### src/rtl/edge_flag_pkg.sv
package edge_flag_pkg;

  // Strobes from the bus decoder to the flag datapath
  typedef struct packed {
    logic wrHit;   // write addressed to this register
    logic rdHit;   // read addressed to this register
  } regStrobe_t;

endpackage

### src/rtl/edge_flag_ctrl.sv
module edge_flag_ctrl
  import edge_flag_pkg::*;
#(
  parameter int ADDR_W    = 8,
  parameter int DATA_W    = 32,
  parameter int NUM_FLAGS = 12,
  parameter logic [ADDR_W-1:0] REG_OFFSET = 8'h08
) (
  input  logic [ADDR_W-1:0]    busAddr,
  input  logic                 busWrEn,
  input  logic                 busRdEn,
  input  logic [NUM_FLAGS-1:0] flagVec,
  output regStrobe_t           strobe,
  output logic [DATA_W-1:0]    busRdData
);

  localparam int RSV_W = DATA_W - NUM_FLAGS;

  logic addrHit;

  always_comb begin
    addrHit      = (busAddr == REG_OFFSET);
    strobe.wrHit = busWrEn & addrHit;
    strobe.rdHit = busRdEn & addrHit;
  end

  // Reserved bits are tied low; no access returns anything else there
  always_comb begin
    if (strobe.rdHit) begin
      busRdData = {{RSV_W{1'b0}}, flagVec};
    end else begin
      busRdData = '0;
    end
  end

endmodule

### src/rtl/edge_flag_dp.sv
module edge_flag_dp
  import edge_flag_pkg::*;
#(
  parameter int NUM_FLAGS = 12
) (
  input  logic                 clk,
  input  logic                 rstN,
  input  regStrobe_t           strobe,
  input  logic [NUM_FLAGS-1:0] clrData,
  input  logic [NUM_FLAGS-1:0] statusIn,
  input  logic [NUM_FLAGS-1:0] irqEnable,
  input  logic [NUM_FLAGS-1:0] presetFlags,
  output logic [NUM_FLAGS-1:0] flagVec,
  output logic                 irqOut
);

  logic [NUM_FLAGS-1:0] statusPrev;
  logic [NUM_FLAGS-1:0] flagQ;
  logic [NUM_FLAGS-1:0] flagNext;
  logic [NUM_FLAGS-1:0] riseHit;
  logic [NUM_FLAGS-1:0] clrHit;
  logic                 irqQ;

  // Per-flag cell: the set term is ORed in last, so it wins over a clear
  for (genvar i = 0; i < NUM_FLAGS; i++) begin : gFlag
    assign riseHit[i]  = statusIn[i] & ~statusPrev[i];
    assign clrHit[i]   = strobe.wrHit & clrData[i];
    assign flagNext[i] = (flagQ[i] & ~clrHit[i]) | riseHit[i];
  end

  always_ff @(posedge clk) begin
    if (!rstN) begin
      statusPrev <= statusIn;      // no edge is seen when reset is released
      flagQ      <= presetFlags;
      irqQ       <= 1'b0;
    end else begin
      statusPrev <= statusIn;
      flagQ      <= flagNext;
      irqQ       <= |(flagQ & irqEnable);
    end
  end

  assign flagVec = flagQ;
  assign irqOut  = irqQ;

endmodule

### src/rtl/edge_flag_reg.sv
module edge_flag_reg
  import edge_flag_pkg::*;
#(
  parameter int ADDR_W    = 8,
  parameter int DATA_W    = 32,
  parameter int NUM_FLAGS = 12,
  parameter logic [ADDR_W-1:0] REG_OFFSET = 8'h08
) (
  input  logic                 clk,
  input  logic                 rstN,
  input  logic [ADDR_W-1:0]    busAddr,
  input  logic                 busWrEn,
  input  logic                 busRdEn,
  input  logic [DATA_W-1:0]    busWrData,
  output logic [DATA_W-1:0]    busRdData,
  input  logic [NUM_FLAGS-1:0] statusIn,
  input  logic [NUM_FLAGS-1:0] irqEnable,
  input  logic [NUM_FLAGS-1:0] presetFlags,
  output logic                 irqOut
);

  regStrobe_t           strobe;
  logic [NUM_FLAGS-1:0] flagVec;
  logic                 unusedRsvBits;

  // Written reserved bits go nowhere
  assign unusedRsvBits = ^busWrData[DATA_W-1:NUM_FLAGS];

  edge_flag_ctrl #(
    .ADDR_W    (ADDR_W),
    .DATA_W    (DATA_W),
    .NUM_FLAGS (NUM_FLAGS),
    .REG_OFFSET(REG_OFFSET)
  ) uCtrl (
    .busAddr  (busAddr),
    .busWrEn  (busWrEn),
    .busRdEn  (busRdEn),
    .flagVec  (flagVec),
    .strobe   (strobe),
    .busRdData(busRdData)
  );

  edge_flag_dp #(
    .NUM_FLAGS(NUM_FLAGS)
  ) uDp (
    .clk        (clk),
    .rstN       (rstN),
    .strobe     (strobe),
    .clrData    (busWrData[NUM_FLAGS-1:0]),
    .statusIn   (statusIn),
    .irqEnable  (irqEnable),
    .presetFlags(presetFlags),
    .flagVec    (flagVec),
    .irqOut     (irqOut)
  );

endmodule

### config.mk
export PLATFORM = sky130hd
export DESIGN_NAME = edge_flag_reg
export DESIGN_NICKNAME = d
export VERILOG_FILES = /design/src/rtl/edge_flag_pkg.sv /design/src/rtl/edge_flag_ctrl.sv /design/src/rtl/edge_flag_dp.sv /design/src/rtl/edge_flag_reg.sv
export SDC_FILE = /design/constraint.sdc
export NUM_CORES = 1
export LEC_CHECK = 0
export BUFFER_PORTS_ARGS = -buffer_cell sky130_fd_sc_hd__buf_4
export CORE_ASPECT_RATIO = 0.75
export CORE_MARGIN = 2
export CORE_UTILIZATION = 36
export DETAILED_ROUTE_END_ITERATION = 6
export PLACE_DENSITY = 0.85
export SETUP_SLACK_MARGIN = 0.4
export SYNTH_ARGS = -nofsm -noshare
export SYNTH_HDL_FRONTEND = slang
export SYNTH_SLANG_ARGS = --single-unit
### constraint.sdc
create_clock -name clk -period 1.82 [get_ports clk]
set_clock_uncertainty 0.1 [all_clocks]
set_input_delay 0.091 -clock clk [delete_from_list [all_inputs] [get_ports clk]]
set_output_delay 0.091 -clock clk [all_outputs]
set_load 0.005 [all_outputs]
==> run summary, run 1 <==
### Power
* power share of the clock group: 27.5%
* worst voltage drop across the vdd grid: 436 µV
* Pwr Density: 588 mW/mm²
* Sequential Power Share: 51.5%
* Lkg Pwr: 0.968 nW
* switching share of total power: 23.8%
* Int Pwr: 899 µW
* Comb power frac: 21.0%
* switching power: 281 µW

### Yosys
* per-instance average area after synthesis: 8.76 µm²
* Syn Inst Count: 137
* sequential cell area fraction in the yosys report: 41.7%
* top cell type's share of synthesized area: 41.7%
* Synth cell types: 18
* most used flip-flop cell after synthesis: sky130_fd_sc_hd__dfxtp_1
* largest cells by area after synthesis: sky130_fd_sc_hd__dfxtp_1, sky130_fd_sc_hd__buf_4, sky130_fd_sc_hd__o31ai_1, sky130_fd_sc_hd__a31oi_1, sky130_fd_sc_hd__and3_1
* number of register bits inferred by synthesis: 25
* leading cell type by number of instances after synthesis: sky130_fd_sc_hd__dfxtp_1
* number of flops mapped to enable cells by yosys: 0
* Post-synth top cells: sky130_fd_sc_hd__dfxtp_1, sky130_fd_sc_hd__buf_4, sky130_fd_sc_hd__a31oi_1
* ys async rst share: 0%
* post-synth design cell area: 0.00120 mm²
* Synthesis Warnings: 0
* dominant cell type by area after synthesis: sky130_fd_sc_hd__dfxtp_1

### Timing
* hold slack: 0.0122 ns
* share of the clock period used by the worst path after layout: 79.5%
* final setup vio count: 0
* upper clock frequency limit: 691 MHz
* number of slew-limit violations in the final report: 0
* RSZ-0062 raised after global routing: yes
* time the final worst path needs with I/O delays and setup: 1.45 ns
* Setup TNS: 0 ns
* worst setup slack after layout: 0.374 ns
* final hold viol count: 0

### Global routing
* vias in the first global route: 1204
* maximum number of pins on one net before global-route repair: 26
* initial antenna violation count: 0
* Total Routing Usage GR: 19.5%
* total global routing overflow: 0
* wire length of the first global-routing pass: 5620 µm

### Clocking
* clock network latency to the later pin of the worst-skew pair: 0.26 ns
* root cell of the clock tree: sky130_fd_sc_hd__clkbuf_8
* number of buffers on the longest clock path: 2
* post-CTS setup repair buffer count: 0
* clock-pin transition on the worst setup and hold timing paths: 0.09 ns
* TritonCTS Buffers: 3
* count of H-tree levels built during CTS: 1
* TritonCTS clock tree: done
* number of clock sinks seen by CTS: 25

### Die
* Die W: 70.7 µm
* Placement Rows: 18
* area of the core region: 0.00324 mm²
* area of the die: 0.00382 mm²
* Die Ht: 54.0 µm
* starting density of the core: 37.0%
* top-level port count: 113

### Setup path
* Critical Path Sink Type: output pin
* arrival time of data at the critical path endpoint: 1.26 ns
* FF-to-FF path depth: 3
* Crit Path Class: in -> out
* required time of the worst setup path: 1.63 ns
* launching element type of the critical path: input port
* highest fanout seen on the critical path: 6

### Placed design
* PortBufs: 72
* Post-Place Worst Slack: 0.181 ns
* half-perimeter wire length of the detailed placement result: 2520 µm
* final RePlAce weighted congestion: 0.750
* Placement Cell Area: 0.00168 mm²

### Min path
* class of the worst hold path: in -> reg
* hold path depth: 3

### Routing
* first-pass iteration count of the detailed router: 6
* per-cell via count in the routed design: 4.63
* post-detailed-route wirelength per cell: 13.6 µm
* DRC Markers: 0
* starting DRC count in detailed routing: 37
* overall via count from detail_route: 1250
* final wirelength: 3670 µm
* Routed Antenna Nets: 0

### Layout
* number of fillers in the final layout: 281
* final-stage net count: 311
* Finished Cell Area: 0.00201 mm²
* Area Growth Syn to Fin: 67.2%
* number of antenna repair diodes: 0
* fraction of final layout cells with drive strength greater than 1: 36.5%

### Flow run
* max-cap violations: 0

### Outcome
* result of the run: finished, final reports clean

## per-layer routing
layer / global-route usage (%) / up-vias / wire, µm
met3: 5.99 / 6 / 289
met4: 3.77 / 0 / 39
li1: - / 631 / -
met2: 38.7 / 51 / 1910
met1: 21.1 / 562 / 1430
met5: 0 / - / 0
## flip-flops by register name, summed over array words and instances, names as in the netlist
| name | flops |
|---|---|
| uDp.flagVec | 12 |
| uDp.irqOut | 1 |
| uDp.statusPrev | 12 |
## path summary, 6_finish.rpt
kind	from	slack, ns	endpoint
hold / removal	irqEnable[6]	0.01	uDp.irqOut
hold reg to reg	uDp.statusPrev[5]	0.40	uDp.flagVec[5]
setup reg to reg	uDp.flagVec[5]	0.61	uDp.irqOut
setup / recovery	busAddr[6]	0.37	busRdData[7]
## kinds of logic after synthesis
family | after synthesis | synth area share, %
and+or+nand+nor | 51 | 22.6
buffers and inverters | 29 | 16.7
AOI/OAI and AO/OA | 31 | 18.7
DFF | 25 | 41.7
other | 1 | 0.313
## power by group through the flow
stage	logic, mW	clock network, mW	registers, mW
after detailed placement	0.203	0	0.620
after global placement	0.198	0	0.619
final	0.248	0.324	0.608
after CTS	0.246	0.337	0.607
after global routing	0.273	0.367	0.613
after floorplan	0.116	0	0.613
## through the flow
step	instances	utilization (%)	total power [mW]
2_1_floorplan	156	-	0.729
3_3_place_gp	242	51.8	0.817
3_5_place_dp	242	51.8	0.823
4_1_cts	270	61.4	1.19
5_1_grt	270	61.8	1.25
6_report	270	61.8	1.18
## worst max-delay path: stages
cell	delay (ns)
sky130_fd_sc_hd__buf_6	0.09
sky130_fd_sc_hd__or4_4	0.57
sky130_fd_sc_hd__nor2_4	0.21
sky130_fd_sc_hd__and3_4	0.21
sky130_fd_sc_hd__buf_6	0.09
## cells in the final DEF (no fill, tap or decap), drive strengths merged, types with 12 or more instances in the layout
| cell | netlist | routed |
|---|---|---|
| a31oi | 13 | 13 |
| and3 | 12 | 12 |
| buf | 22 | 74 |
| conb | 1 | 20 |
| dfxtp | 25 | 25 |
| dlygate4sd3 | 0 | 23 |
| nand2 | 12 | 12 |
| nand2b | 12 | 12 |
| nor2 | 13 | 14 |
| o31ai | 12 | 12 |
## repair_timing
action,4_1_cts,5_1_grt
hold buffers,23,0
pin swaps,12,1
gates cloned,1,0
endpoints found under the hold margin,23,0
gates resized for setup,7,3
setup endpoints to repair,12,12
## layout make-up
class,count,area [µm²],share of cell area [%]
repair buffers,97,805,40.1
clock buffers,4,45.0,2.25
well taps,40,50.0,2.50
inverters,1,3.75,0.187
flip-flops and latches,25,500,25.0
multi-input cells,103,602,30.0
Note: power is estimated with default switching activity, not from simulation.
==> run 2, diff against run 1 <==
--- a/config.mk
+++ b/config.mk
@@ -5,12 +5,13 @@
 export SDC_FILE = /design/constraint.sdc
 export NUM_CORES = 1
 export LEC_CHECK = 0
+export ABC_AREA = 1
 export BUFFER_PORTS_ARGS = -buffer_cell sky130_fd_sc_hd__buf_4
 export CORE_ASPECT_RATIO = 0.75
 export CORE_MARGIN = 2
-export CORE_UTILIZATION = 36
+export CORE_UTILIZATION = 35
 export DETAILED_ROUTE_END_ITERATION = 6
-export PLACE_DENSITY = 0.85
+export PLACE_DENSITY = 0.83
 export SETUP_SLACK_MARGIN = 0.4
 export SYNTH_ARGS = -nofsm -noshare
 export SYNTH_HDL_FRONTEND = slang
==> constraint.sdc (replaced) <==
create_clock -name clk -period 1.2 [get_ports clk]
set_clock_uncertainty 0.1 [all_clocks]
set_input_delay 0.06 -clock clk [delete_from_list [all_inputs] [get_ports clk]]
set_output_delay 0.06 -clock clk [all_outputs]
set_load 0.005 [all_outputs]
==> run summary, run 2 <==
### Power
* Lkg Pwr: 1.21 nW
* Pwr Density: 777 mW/mm²
* total design power: 1.93 mW
* worst voltage drop across the vdd grid: 611 µV

### Timing
* time the final worst path needs with I/O delays and setup: 1.05 ns
* Setup TNS: 0 ns
* worst setup slack after layout: 0.149 ns
* final hold viol count: 11
* final setup vio count: 0
* hold slack: -0.0795 ns
* share of the clock period used by the worst path after layout: 87.6%
* number of slew-limit violations in the final report: 0
* RSZ-0062 raised after global routing: yes
* upper clock frequency limit: 952 MHz

### Flow run
* max-cap violations: 0

### Die
* Die W: 76.0 µm
* area of the die: 0.00441 mm²
* Die Ht: 58.0 µm
* area of the core region: 0.00368 mm²
* Placement Rows: 19
* top-level port count: 113
* starting density of the core: 37.0%

### Layout
* Area Growth Syn to Fin: 82.3%
* final-stage net count: 363
* final core utilization: 67.4%
* commonest cells after routing, fill and taps aside: sky130_fd_sc_hd__buf_4, sky130_fd_sc_hd__dlygate4sd3_1, sky130_fd_sc_hd__buf_6
* number of fillers in the final layout: 329
* fraction of final layout cells with drive strength greater than 1: 62.1%
* number of antenna repair diodes: 0
* leading cell type in the layout, fill and taps excluded: sky130_fd_sc_hd__buf_4
* Finished Cell Area: 0.00248 mm²

### Global routing
* maximum number of pins on one net before global-route repair: 15
* total global routing overflow: 0
* vias in the first global route: 1417
* wire length of the first global-routing pass: 6180 µm
* initial antenna violation count: 0
* Total Routing Usage GR: 17.7%

### Yosys
* number of register bits inferred by synthesis: 25
* sequential cell area fraction in the yosys report: 36.7%
* largest family of logic cells by synthesized area: simple AND/OR/NAND/NOR gates
* multiplexer area fraction after synthesis: 0%
* Post-synth top cells: sky130_fd_sc_hd__inv_1, sky130_fd_sc_hd__dfxtp_1, sky130_fd_sc_hd__buf_4
* per-instance average area after synthesis: 7.83 µm²
* Synth cell types: 18
* Compound-Gate Fraction of Synth Area: 11.6%
* number of flops mapped to enable cells by yosys: 0
* Syn Inst Count: 174
* leading cell type by number of instances after synthesis: sky130_fd_sc_hd__inv_1
* dominant cell type by area after synthesis: sky130_fd_sc_hd__dfxtp_1
* post-synth design cell area: 0.00136 mm²
* top cell type's share of synthesized area: 36.7%
* Post-Synth XOR/XNOR Area: 0%
* ys async rst share: 0%
* post-synthesis share of cell area spent on full adders, half adders and majority gates: 0%
* most used flip-flop cell after synthesis: sky130_fd_sc_hd__dfxtp_1
* Synthesis Warnings: 0
* simple-gate share of the synthesized area: 30.1%
* largest cells by area after synthesis: sky130_fd_sc_hd__dfxtp_1, sky130_fd_sc_hd__buf_4, sky130_fd_sc_hd__nand3_2, sky130_fd_sc_hd__inv_1, sky130_fd_sc_hd__a21oi_2

### Clocking
* number of clock sinks seen by CTS: 25
* TritonCTS clock tree: done
* number of buffers on the longest clock path: 2
* count of H-tree levels built during CTS: 1
* root cell of the clock tree: sky130_fd_sc_hd__clkbuf_8
* clock-pin transition on the worst setup and hold timing paths: 0.09 ns
* clock network latency to the later pin of the worst-skew pair: 0.27 ns
* TritonCTS Buffers: 3
* count of hold-fix buffers inserted at cts: 21

### Min path
* class of the worst hold path: in -> reg

### Setup path
* arrival time of data at the critical path endpoint: 0.89 ns
* cell mode on critical path: sky130_fd_sc_hd__nor2_4
* launching element type of the critical path: input port
* critical path's slowest cell: sky130_fd_sc_hd__buf_12
* Critical Path Sink Type: output pin
* delay of the slowest cell on the worst path: 0.16 ns
* highest fanout seen on the critical path: 7
* list of cells traversed by the critical path: buf_6 > nor2_4 > nand2_2 > nor2_4 > nand2_4 > buf_12 > nor2_4 > buf_6
* Crit Path Class: in -> out
* required time of the worst setup path: 1.04 ns

### Placed design
* Placement Cell Area: 0.00196 mm²
* Post-Place Worst Slack: 0.105 ns
* final RePlAce weighted congestion: 0.832
* PortBufs: 72
* half-perimeter wire length of the detailed placement result: 2780 µm

### Routing
* post-detailed-route wirelength per cell: 11.8 µm
* final wirelength: 3950 µm
* starting DRC count in detailed routing: 23
* overall via count from detail_route: 1405
* first-pass iteration count of the detailed router: 4
* Routed Antenna Nets: 0
* per-cell via count in the routed design: 4.21
* DRC Markers: 0

### Outcome
* result of the run: complete, but fails checks
* violated checks: negative hold slack

## run 2: changes by cell type after synthesis, moves of 12 or more
cell / change
sky130_fd_sc_hd__inv_1: +25
sky130_fd_sc_hd__nand2b_1: -12
sky130_fd_sc_hd__and3_1: -12
sky130_fd_sc_hd__o31ai_1: -12
sky130_fd_sc_hd__a21oi_1: +14
sky130_fd_sc_hd__a31oi_1: -13
## run 2: cells by family (layout without fill, tap and decap cells)
kind of cell,after synthesis,after routing
and+or+nand+nor,73,73
buffers and inverters,51,140
DFF,25,25
AOI/OAI and AO/OA,24,24
other,1,20
## run 2: cell type report
| cell class | count | area, µm² | share of cell area [%] |
|---|---|---|---|
| clock buffer | 3 | 41.3 | 1.66 |
| clock inverter | 1 | 5.00 | 0.202 |
| inverter | 26 | 100 | 4.03 |
| multi-input combinational | 117 | 771 | 31.0 |
| sequential | 25 | 517 | 20.8 |
| tap | 52 | 65.1 | 2.62 |
| timing repair buffer | 110 | 985 | 39.6 |
## run 2: what timing repair did
action,in CTS,in global routing
hold endpoints to repair,24,10
pin swaps,12,18
setup buffers,10,1
setup endpoints to repair,14,26
gates resized for setup,44,23
## run 2: path summary, 6_finish.rpt
kind	startpoint	end	slack (ns)	depth (start not counted)
setup / recovery	busAddr[6]	busRdData[9]	0.15	8
hold / removal	presetFlags[10]	uDp.flagVec[10]	-0.08	3
setup reg to reg	uDp.flagVec[7]	uDp.irqOut	0.22	4
hold reg to reg	uDp.flagVec[0]	uDp.flagVec[0]	0.37	2
## run 2: worst max-delay path: cells and delay by family
| kind | cells | cell delay, ns |
|---|---|---|
| AND/OR/NAND/NOR | 5 | 0.48 |
| buffers and inverters | 3 | 0.34 |
## run 2: where the power goes
part / internal (mW) / total (mW) / switching [mW]
Combinational: 0.291 / 0.501 / 0.210
Sequential: 0.898 / 0.939 / 0.0409
Clock: 0.232 / 0.491 / 0.259
## run 2: metal layers
layer  routed length [µm]  global-route usage, %  vias to the layer above
li1                     -                      -                      713
met1                 1520                   18.6                      645
met2                 2110                   33.0                       39
met3                  245                   7.01                        8
met4                   80                   6.23                        0
met5                    0                      0                        -
## run 2: per-stage QoR
| step | hold WS, ns | std cells |
|---|---|---|
| after floorplan | -0.0123 | 193 |
| after global placement | 0.0747 | 298 |
| after detailed placement | 0.0758 | 298 |
| after CTS | -0.0906 | 333 |
| after global routing | -0.0769 | 334 |
| final | -0.0795 | 334 |
==> run 3, diff against run 2 <==
==> constraint.sdc (replaced) <==
create_clock -name clk -period 0.85 [get_ports clk]
set_clock_uncertainty 0.1 [all_clocks]
set_input_delay 0.0425 -clock clk [delete_from_list [all_inputs] [get_ports clk]]
set_output_delay 0.0425 -clock clk [all_outputs]
set_load 0.005 [all_outputs]
==> run summary, run 3 (synthesis results as in run 2) <==
### Layout
* Finished Cell Area: 0.00250 mm²
* final-stage net count: 359
* leading cell type in the layout, fill and taps excluded: sky130_fd_sc_hd__buf_4
* Area Growth Syn to Fin: 83.3%
* commonest cells after routing, fill and taps aside: sky130_fd_sc_hd__buf_4, sky130_fd_sc_hd__buf_6, sky130_fd_sc_hd__conb_1
* number of fillers in the final layout: 309
* final instance count without filler cells: 330
* fraction of final layout cells with drive strength greater than 1: 69.4%
* number of antenna repair diodes: 0
* multi-input gate area in the final layout: 796 µm²
* Register Area: 517 µm²

### Setup path
* highest fanout seen on the critical path: 2
* arrival time of data at the critical path endpoint: 0.93 ns
* r2r startpoint: uDp.flagVec[6]
* flop-to-flop setup slack: -0.18 ns
* required time of the worst setup path: 0.71 ns
* Crit Reg-Reg Endpoint: uDp.irqOut
* Crit Path Class: reg -> out
* launching element type of the critical path: flip-flop
* FF-to-FF path depth: 5
* Critical Path Sink Type: output pin

### Outcome
* result of the run: complete, but fails checks
* violated checks: negative hold slack, negative setup slack

### Power
* Sequential Power Share: 46.5%
* total design power: 2.83 mW
* switching power: 767 µW
* Lkg Pwr: 1.21 nW
* worst voltage drop across the vdd grid: 833 µV
* Pwr Density: 1130 mW/mm²
* Int Pwr: 2.06 mW
* switching share of total power: 27.1%
* power share of the clock group: 25.2%
* Comb power frac: 28.2%

### Clocking
* number of clock sinks seen by CTS: 25
* TritonCTS Buffers: 3
* count of H-tree levels built during CTS: 1
* number of buffers on the longest clock path: 2
* clock-pin transition on the worst setup and hold timing paths: 0.09 ns
* TritonCTS clock tree: done
* root cell of the clock tree: sky130_fd_sc_hd__clkbuf_8
* clock network latency to the later pin of the worst-skew pair: 0.27 ns

### Timing
* upper clock frequency limit: 936 MHz
* worst setup slack after layout: -0.218 ns
* time the final worst path needs with I/O delays and setup: 1.07 ns
* final hold viol count: 24
* number of slew-limit violations in the final report: 0
* share of the clock period used by the worst path after layout: 126%
* Setup TNS: -4.37 ns
* final setup vio count: 25
* RSZ-0062 raised after global routing: yes
* hold slack: -0.221 ns

### Placed design
* Placement Cell Area: 0.00208 mm²
* final RePlAce weighted congestion: 0.743
* half-perimeter wire length of the detailed placement result: 2820 µm
* number of instances in the placed design: 310
* PortBufs: 72

### Die
* Placement Rows: 19
* Die Ht: 58.0 µm
* area of the die: 0.00441 mm²
* Die W: 76.0 µm
* area of the core region: 0.00368 mm²
* top-level port count: 113
* starting density of the core: 37.0%

### Routing
* final wirelength: 3970 µm
* overall via count from detail_route: 1369
* post-detailed-route wirelength per cell: 12.0 µm
* Routed Antenna Nets: 0
* per-cell via count in the routed design: 4.15
* starting DRC count in detailed routing: 35
* first-pass iteration count of the detailed router: 4
* DRC Markers: 0

### Global routing
* vias in the first global route: 1397
* Total Routing Usage GR: 17.7%
* wire length of the first global-routing pass: 6170 µm
* total global routing overflow: 0
* maximum number of pins on one net before global-route repair: 14
* initial antenna violation count: 0

### Flow run
* max-cap violations: 0

### Min path
* hold path depth: 1
* class of the worst hold path: in -> reg
* Worst Hold Launch: statusIn[2]
* endpoint of the worst hold-timing path: uDp.statusPrev[2]

-- run 3: area by class of cell --
type	count	area share, %
inverters	26	4.71
repair buffers	106	38.3
well taps	52	2.61
multi-input cells	117	31.9
flip-flops and latches	25	20.7
clock buffers	4	1.80
-- run 3: critical path, cell delays in order, from the launching register on --
cell                      delay, ns
sky130_fd_sc_hd__dfxtp_2       0.35
sky130_fd_sc_hd__buf_6         0.10
sky130_fd_sc_hd__inv_4         0.03
sky130_fd_sc_hd__nor2_4        0.08
sky130_fd_sc_hd__buf_6         0.10
-- run 3: metal layers --
| layer | wire length, µm | global-route usage, % | vias to the layer above |
|---|---|---|---|
| li1 | - | - | 705 |
| met1 | 1550 | 19.1 | 619 |
| met2 | 2190 | 35.2 | 43 |
| met3 | 220 | 5.61 | 2 |
| met4 | 9 | 2.60 | 0 |
| met5 | 0 | 0 | - |
-- run 3: timing repair --
item	CTS	global route
setup endpoints to repair	26	26
setup buffers	13	2
pin swaps	28	16
cloned	1	0
endpoints found under the hold margin	24	24
gates resized for setup	60	20
-- run 3: how the worst max path moves through the flow --
stage	start	end	slack [ns]
after floorplan	busAddr[1]	uDp.flagVec[10]	-0.04
after global placement	busAddr[1]	busRdData[10]	-0.22
after detailed placement	busAddr[7]	busRdData[7]	-0.24
after CTS	uDp.flagVec[10]	busRdData[10]	-0.22
after global routing	uDp.flagVec[10]	busRdData[10]	-0.26
final	uDp.flagVec[1]	busRdData[1]	-0.22
-- run 3: power by group through the flow --
stage | Combinational, mW | Clock [mW] | Sequential, mW
final | 0.798 | 0.713 | 1.32
after global routing | 0.866 | 0.772 | 1.32
after CTS | 0.740 | 0.730 | 1.31
after detailed placement | 0.614 | 0 | 1.32
after global placement | 0.606 | 0 | 1.32
after floorplan | 0.313 | 0 | 1.33
-- run 3: metrics by stage --
| step | util [%] | hold slack [ns] | setup WS [ns] |
|---|---|---|---|
| CTS | 65.1 | -0.223 | -0.218 |
| global route | 67.8 | -0.231 | -0.265 |
| finish | 67.8 | -0.221 | -0.218 |
| detailed placement | 56.4 | 0.0587 | -0.243 |
| global placement | 56.4 | 0.0581 | -0.217 |
| floorplan | - | -0.0298 | -0.0362 |
